$ cat src/rtl/wdog_window.sv
module wdog_window #(
  parameter int CW         = 24,
  parameter int WW         = 10,
  parameter int PRE_W      = 2,
  parameter int RELOAD_MIN = 'hFF,
  parameter int KEY_A      = 'hAA,
  parameter int KEY_B      = 'h55
) (
  input  logic        clk,
  input  logic        rst_n,
  input  logic        bus_wr,
  input  logic        bus_rd,
  input  logic [2:0]  bus_addr,
  input  logic [31:0] bus_wdata,
  output logic [31:0] bus_rdata,
  output logic        wdt_rst,
  output logic        wdt_irq
);
  localparam logic [2:0] A_CTRL = 3'd0, A_RELOAD = 3'd1, A_KEY = 3'd2,
                         A_COUNT = 3'd3, A_WARN = 3'd4, A_WIN = 3'd5;
  localparam logic [CW-1:0] FLOOR = CW'(RELOAD_MIN);

  logic [CW-1:0]    count_q, reload_q, window_q;
  logic [WW-1:0]    warn_q;
  logic [PRE_W-1:0] pre_q;
  logic en_q, prot_q, flag_q, armed_q, pend_q, err_q, rst_q;

  wire access   = bus_wr | bus_rd;
  wire ctrl_wr  = bus_wr && bus_addr == A_CTRL;
  wire rel_wr   = bus_wr && bus_addr == A_RELOAD;
  wire key_wr   = bus_wr && bus_addr == A_KEY;
  wire key_a    = key_wr && bus_wdata[7:0] == 8'(KEY_A);
  wire key_b    = key_wr && bus_wdata[7:0] == 8'(KEY_B);
  wire [CW-1:0] warn_ext = CW'(warn_q);
  wire early    = count_q > window_q;
  wire seq_bad  = pend_q && access && !key_b;
  wire win_bad  = pend_q && key_b && early;
  wire prot_bad = prot_q && rel_wr && count_q > warn_ext && early;
  wire feed_ok  = pend_q && key_b && !(armed_q && early);
  wire fault    = armed_q && (seq_bad || win_bad || prot_bad);
  wire tick     = armed_q && pre_q == '1;
  wire expire   = tick && count_q == '0;
  wire trip     = err_q || expire;
  wire [CW-1:0] wr_val = bus_wdata[CW-1:0];

  always_ff @(posedge clk or negedge rst_n) begin
    if (!rst_n) begin
      count_q  <= FLOOR;
      reload_q <= FLOOR;
      window_q <= '1;
      warn_q   <= '0;
      pre_q    <= '0;
      en_q     <= 1'b0;
      prot_q   <= 1'b0;
      flag_q   <= 1'b0;
      armed_q  <= 1'b0;
      pend_q   <= 1'b0;
      err_q    <= 1'b0;
      rst_q    <= 1'b0;
    end else begin
      if (access) pend_q <= !pend_q && key_a;
      err_q <= fault;
      rst_q <= trip;
      if (feed_ok) begin
        count_q <= reload_q;
        pre_q   <= '0;
        armed_q <= armed_q | en_q;
      end else if (armed_q) begin
        pre_q <= pre_q + 1'b1;
        if (tick) count_q <= expire ? reload_q : count_q - 1'b1;
      end
      if (trip) flag_q <= 1'b1;
      else if (ctrl_wr && !bus_wdata[2]) flag_q <= 1'b0;
      if (ctrl_wr) begin
        en_q   <= en_q | bus_wdata[0];
        prot_q <= prot_q | bus_wdata[1];
      end
      if (rel_wr && !prot_bad) reload_q <= (wr_val < FLOOR) ? FLOOR : wr_val;
      if (bus_wr && bus_addr == A_WARN) warn_q <= bus_wdata[WW-1:0];
      if (bus_wr && bus_addr == A_WIN) window_q <= wr_val;
    end
  end

  always_comb begin
    bus_rdata = '0;
    case (bus_addr)
      A_CTRL:   bus_rdata[2:0] = {flag_q, prot_q, en_q};
      A_RELOAD: bus_rdata[CW-1:0] = reload_q;
      A_COUNT:  bus_rdata[CW-1:0] = count_q;
      A_WARN:   bus_rdata[WW-1:0] = warn_q;
      A_WIN:    bus_rdata[CW-1:0] = window_q;
      default:  bus_rdata = '0;
    endcase
  end

  assign wdt_rst = rst_q;
  assign wdt_irq = armed_q && count_q <= warn_ext;

  AST_RUN_STICKY:   assert property (@(posedge clk) disable iff (!rst_n) en_q |=> en_q);
  AST_LOCK_STICKY:  assert property (@(posedge clk) disable iff (!rst_n) prot_q |=> prot_q);
  AST_RST_ARMED:    assert property (@(posedge clk) disable iff (!rst_n) wdt_rst |-> armed_q);
  AST_RST_FLAG:     assert property (@(posedge clk) disable iff (!rst_n) wdt_rst |-> flag_q);
  AST_IRQ_ARMED:    assert property (@(posedge clk) disable iff (!rst_n) wdt_irq |-> armed_q);
  AST_HOLD_DISARM:  assert property (@(posedge clk) disable iff (!rst_n)
                      (!armed_q && !feed_ok) |=> $stable(count_q));
endmodule

$ cat config.mk
export PLATFORM = sky130hd
export DESIGN_NAME = wdog_window
export DESIGN_NICKNAME = d
export VERILOG_FILES = /design/src/rtl/wdog_window.sv
export SDC_FILE = /design/constraint.sdc
export NUM_CORES = 1
export LEC_CHECK = 0
export ABC_AREA = 1
export BUFFER_PORTS_ARGS = -buffer_cell sky130_fd_sc_hd__buf_2
export CORE_ASPECT_RATIO = 0.8
export CORE_MARGIN = 10
export CORE_UTILIZATION = 55
export CTS_CLUSTER_DIAMETER = 200
export DETAILED_ROUTE_END_ITERATION = 8
export GPL_TIMING_DRIVEN = 1
export PLACE_DENSITY = 0.79
export REMOVE_ABC_BUFFERS = 1
export SLEW_MARGIN = 10
export SYNTH_ARGS = -nofsm -noshare
export SYNTH_HDL_FRONTEND = slang
export SYNTH_SLANG_ARGS = --single-unit
$ cat constraint.sdc
create_clock -name clk -period 3.5 [get_ports clk]
set_clock_uncertainty 0.05 [all_clocks]
set_input_delay 0.7 -clock clk [delete_from_list [all_inputs] [get_ports clk]]
set_output_delay 0.7 -clock clk [all_outputs]
set_load 0.005 [all_outputs]
==> results of run 1 <==
logic make-up (layout without fill, tap and decap cells):
family | count (synthesis) | after routing | synth area share (%)
AOI/OAI and AO/OA | 124 | 124 | 11.59
xor gates and xnor gates | 17 | 17 | 2.358
adders and majority gates | 36 | 36 | 7.133
buffers and inverters | 148 | 191 | 10.32
DFF | 91 | 91 | 36.85
other | 1 | 8 | 0.05938
and+or+nand+nor | 450 | 450 | 31.68
worst max-delay path: stages:
cell	delay [ns]
buf_2	0.13
inv_1	0.10
nor3_2	0.06
inv_1	0.49
o22ai_1	0.18
a221oi_1	0.26
o21ai_0	0.19
buf_2	0.17
synth_stat cells (all sizes together):
cell type	instances	area (um2)
nand2	240	933.4
nand3	107	545.5
inv	106	400.4
nor2	71	317.8
o21ai	57	285.3
dfrtp	51	1276
dfstp	40	1051
ha	36	450.4
a21oi	28	140.1
buf	20	167.7
clkbuf	19	71.32
a22oi	18	135.1
nor3	15	96.35
xor2	12	105.1
nand4	11	68.82
o221ai	11	96.34
xnor2	5	43.79
nor4	4	25.02
clkinv	3	12.51
a21o	2	15.01
a221oi	2	17.52
o22ai	2	12.51
o31ai	2	15.01
conb	1	3.750
nand2b	1	6.260
nand3b	1	7.510
o21a	1	7.510
o21bai	1	7.510
metrics by stage:
step | cells | power [mW] | hold WS, ns | setup slack, ns | util (%)
2_1_floorplan | 835 | 1.977 | 0.3544 | 0.7714 | -
3_3_place_gp | 1045 | 2.229 | 0.3894 | 0.6226 | 60.26
3_5_place_dp | 1045 | 2.261 | 0.4034 | 0.5873 | 60.26
4_1_cts | 1061 | 3.327 | 0.3790 | 0.5368 | 63.16
5_1_grt | 1061 | 3.532 | 0.3999 | 0.3240 | 63.16
6_report | 1061 | 3.340 | 0.3447 | 0.4471 | 63.16
final timing paths:
kind	start	to	cells past startpoint
min in group clk	err_q	wdt_rst	2
hold / removal	rst_n	reload_q[8]	1
setup / recovery	bus_addr[2]	bus_rdata[2]	8
hold reg to reg	err_q	wdt_rst	2
max in group asynchronous	rst_n	window_q[23]	2
setup reg to reg	window_q[15]	count_q[14]	14
placed cells by master (no fill, tap or decap), types with 3 or more instances in the layout:
cell       instances
a22oi_1           18
o221ai_1          11
a21oi_1           28
nand2_4            3
inv_1            102
nand2_1          233
nor2_2             8
nor4_1             4
dfstp_2           40
xor2_1            12
nor3_1            12
nor2_1            60
nand3_1          105
nand4_1           11
o21ai_0           41
o21ai_1           16
dfrtp_1           51
buf_2             55
xnor2_1            5
conb_1             8
ha_1              36
buf_4              9
clkbuf_16          9
inv_2              3
nand2_2            4
per-layer routing:
metal	part of all wire (%)	vias up
li1	-	2934
met1	48	2825
met2	41	291
met3	9.2	40
met4	2.3	0
met5	0	-
state kept, by name (all words and copies together), names as in the netlist:
| signal | flops |
|---|---|
| count_q | 24 |
| reload_q | 24 |
| window_q | 24 |
| warn_q | 10 |
| pre_q | 2 |
| armed_q | 1 |
| en_q | 1 |
| err_q | 1 |
| flag_q | 1 |
| pend_q | 1 |
| prot_q | 1 |
| wdt_rst | 1 |
cell type report:
class                   count  area share (%)
multi-input cells         635           48.13
flip-flops and latches     91           33.32
inverters                 109           5.911
repair buffers             66           5.481
clock buffers              12           3.529
well taps                 144           2.579
clock inverters             4           1.057
power by group:
group	total (mW)	internal (mW)	switching [mW]	leakage, nW
Sequential	1.46	1.28	0.175	1.02
Combinational	0.809	0.318	0.491	2.27
Clock	1.07	0.647	0.427	0.157
==> metrics.cfg, run 1 <==
[run_status]
status = completed

[placement]
gp_congestion = 0.9950
port_buffers = 56
dp_hpwl_mm = 12.89
post_dp_cell_area_mm2 = 0.006665

[sta]
min_period_ns = 3.053
final.period_utilization_pct = 87.23
setup_violations = 0
worst_pin_slew_ns = 0.6761
maxSlewViolCount = 0
slew_headroom_pct = 54.93
hold_violations = 0
tns_ns = 0
grt_setup_unrepaired = false
max_freq_ghz = 0.3276

[cts]
clk_transition_reported_paths_ns = 0.06
numCtsBuffers = 9
ctsHtreeMaxLevel = 3
holdBufCountCts = 0
cts_buffer_depth = 2
cts_resized = 0
clk_latency_ns = 0.34
clock-sinks = 91
root_buffer = clkbuf_16
cts_tree = yes
cts_setup_buffers = 0

[global_routing]
grt_pass1_wl_mm = 29.56
grt_util_met3_pct = 5.151
grt_max_degree = 53
grt_usage_pct = 22.18
use_met2_pct = 31.62
met1_usage_pct = 32.40
grt-busiest-layer = met1
antenna_found_initial = 0
grt_pass1_vias = 5671
grt.overflow.total = 0

[power_and_ir_drop]
power.density_mw_per_mm2 = 478.2
worst_ir_drop_vdd_mv = 0.2724
leakagePower_nw = 3.443

[routing]
vias_per_cell = 5.740
routed_wl_mm = 18.19
drc = 0
ant_nets = 0
avgRoutedWirePerCell_um = 17.15
num_vias = 6090
drtPass1Iterations = 6
drt_iter0_drc = 658

[die]
coreArea_mm2 = 0.01106
die_x_um = 139.8
fp.dieArea_mm2 = 0.01619
initial_core_util_pct = 57.09
die_h_um = 115.8
core.rowCount = 34
num_io_pins = 73

[flow_run]
drv_cap = 0

[worst_setup_path]
worst-path-max-fanout = 13
critPathRequiredTime_ns = 2.75
end_kind = primary output
worst_setup_path_start_kind = input port
reg2reg_slack_ns = 0.57
cp_data_arrival_time_ns = 2.30
crit_type = input port to primary output

[finish]
area_growth_pct = 10.62
diodes = 0
final_nets = 987
stdcell_area_mm2 = 0.006985
fillerInstances = 1055
regArea_mm2 = 0.002327
multi_input_area_mm2 = 0.003362
drive_above_1_share_pct = 16.14

[synthesis]
yosysSeqAreaShare_pct = 36.85
ys_ff_latch = 91
syn_avg_cell_area_um2 = 7.284
syn_area_mm2 = 0.006315
synth_cell_type_count = 42
yosys_warnings = 0
syn_inst = 867

[hold_path]
hold_path_class = input port to async pin

Power figures use the tool's default switching activity.
==> run 2, diff against run 1 <==
--- a/config.mk
+++ b/config.mk
@@ -10,7 +10,9 @@
 export CORE_ASPECT_RATIO = 0.8
 export CORE_MARGIN = 10
 export CORE_UTILIZATION = 55
+export CTS_BUF_LIST = sky130_fd_sc_hd__clkbuf_16
 export CTS_CLUSTER_DIAMETER = 200
+export CTS_CLUSTER_SIZE = 20
 export DETAILED_ROUTE_END_ITERATION = 8
 export GPL_TIMING_DRIVEN = 1
 export PLACE_DENSITY = 0.79
==> metrics.cfg, run 2 (synthesis results as in run 1) <==
[cts]
cts_buffer_depth = 2
cts_resized = 0
ctsHtreeMaxLevel = 3
cts_setup_buffers = 0
clock-sinks = 91
clk_transition_reported_paths_ns = 0.07
root_buffer = clkbuf_16
cts_tree = yes
clk_latency_ns = 0.34
holdBufCountCts = 0
numCtsBuffers = 9

[worst_setup_path]
path_cells = buf_2, inv_1, nor3_2, inv_1, o22ai_1, a221oi_1, o21ai_0, buf_2
cp_data_arrival_time_ns = 2.30
reg2reg_slack_ns = 0.58
crit_type = input port to primary output
cp_slowest_cell = inv_1
worst_setup_path_start_kind = input port
worst-path-max-fanout = 13
end_kind = primary output
max_stage_delay_ns = 0.50
critPathRequiredTime_ns = 2.75

[hold_path]
hold_path_class = input port to async pin

[placement]
place_ws_ns = 0.5873
dp.cells = 1045
dp_hpwl_mm = 12.89
port_buffers = 56
gp_congestion = 0.9950

[routing]
ant_nets = 0
routed_wl_mm = 18.12
vias_per_cell = 5.691
drt_iter0_drc = 689
avgRoutedWirePerCell_um = 17.08
drtPass1Iterations = 5
drc = 0
num_vias = 6038

[sta]
hold_ws_ns = 0.3468
hold_violations = 0
maxSlewViolCount = 0
slew_headroom_pct = 54.54
grt_setup_unrepaired = false
setup_violations = 0
min_period_ns = 3.047
final.period_utilization_pct = 87.06
worst_slack_ns = 0.4531
worst_pin_slew_ns = 0.6819
tns_ns = 0
max_freq_ghz = 0.3282

[power_and_ir_drop]
power.density_mw_per_mm2 = 474.8
leakagePower_nw = 3.446
worst_ir_drop_vdd_mv = 0.2723

[die]
die_x_um = 139.8
fp.dieArea_mm2 = 0.01619
core.rowCount = 34
initial_core_util_pct = 57.09
num_io_pins = 73
die_h_um = 115.8
coreArea_mm2 = 0.01106

[global_routing]
grt_pass1_vias = 5670
grt_usage_pct = 22.17
grt.overflow.total = 0
antenna_found_initial = 0
grt_max_degree = 53
grt_pass1_wl_mm = 29.56

[finish]
largestRegisters = count_q (24), reload_q (24), window_q (24)
fillerInstances = 1058
diodes = 0
area_growth_pct = 10.46
final_cell_mix = nand2_1, nand3_1, inv_1, nor2_1, buf_2
final_common_cell = nand2_1
stdcell_count = 1061
final_nets = 987
drive_above_1_share_pct = 16.03

[flow_run]
drv_cap = 0

[run_status]
status = completed

## run 2: cell types whose count changed in the layout (fill, tap and decap cells not counted)
| cell | change |
|---|---|
| clkbuf_1 | -2 |
| inv_1 | +2 |
| clkbuf_8 | -1 |
| clkinv_1 | +1 |
## run 2: layer usage
layer	up-vias	wire length, um	GRT usage [%]
li1	2922	-	-
met1	2797	8559	32.40
met2	286	7441	31.69
met3	33	1777	5.151
met4	0	344	6.593
met5	-	0	0
## run 2: area by class of cell
| class | instances | area, um2 | share of cell area [%] |
|---|---|---|---|
| multi-input cells | 635 | 3362 | 48.20 |
| flip-flops and latches | 91 | 2327 | 33.36 |
| inverters | 109 | 412.9 | 5.919 |
| repair buffers | 66 | 382.9 | 5.489 |
| clock buffers | 9 | 225.2 | 3.229 |
| well taps | 144 | 180.2 | 2.583 |
| clock inverters | 7 | 85.08 | 1.220 |
## run 2: final timing paths
kind                              startpoint           end  cells past startpoint
worst max-delay path             bus_addr[2]  bus_rdata[2]                      8
worst min-delay path                   rst_n   reload_q[8]                      1
worst max register to register  window_q[15]   count_q[14]                     14
worst min register to register         err_q       wdt_rst                      2
max in group asynchronous              rst_n  window_q[23]                      2
min in group clk                       err_q       wdt_rst                      2
## run 2: report_power, final
group	total, mW	internal (mW)	leakage, nW	switching, mW
Combinational	0.808	0.318	2.27	0.490
Clock	1.05	0.619	0.159	0.427
Sequential	1.46	1.28	1.02	0.176
## run 2: through the flow
step	util (%)	area (um2)	power (mW)
2_1_floorplan	-	6102	1.977
3_3_place_gp	60.26	6665	2.229
3_5_place_dp	60.26	6665	2.261
4_1_cts	63.07	6975	3.300
5_1_grt	63.07	6975	3.503
6_report	63.07	6975	3.312
## run 2: worst max-delay path, delay by kind of cell
family,cells,cell delay (ns)
AOI/OAI and AO/OA,3,0.63
buffers and inverters,4,0.91
and+or+nand+nor,1,0.06
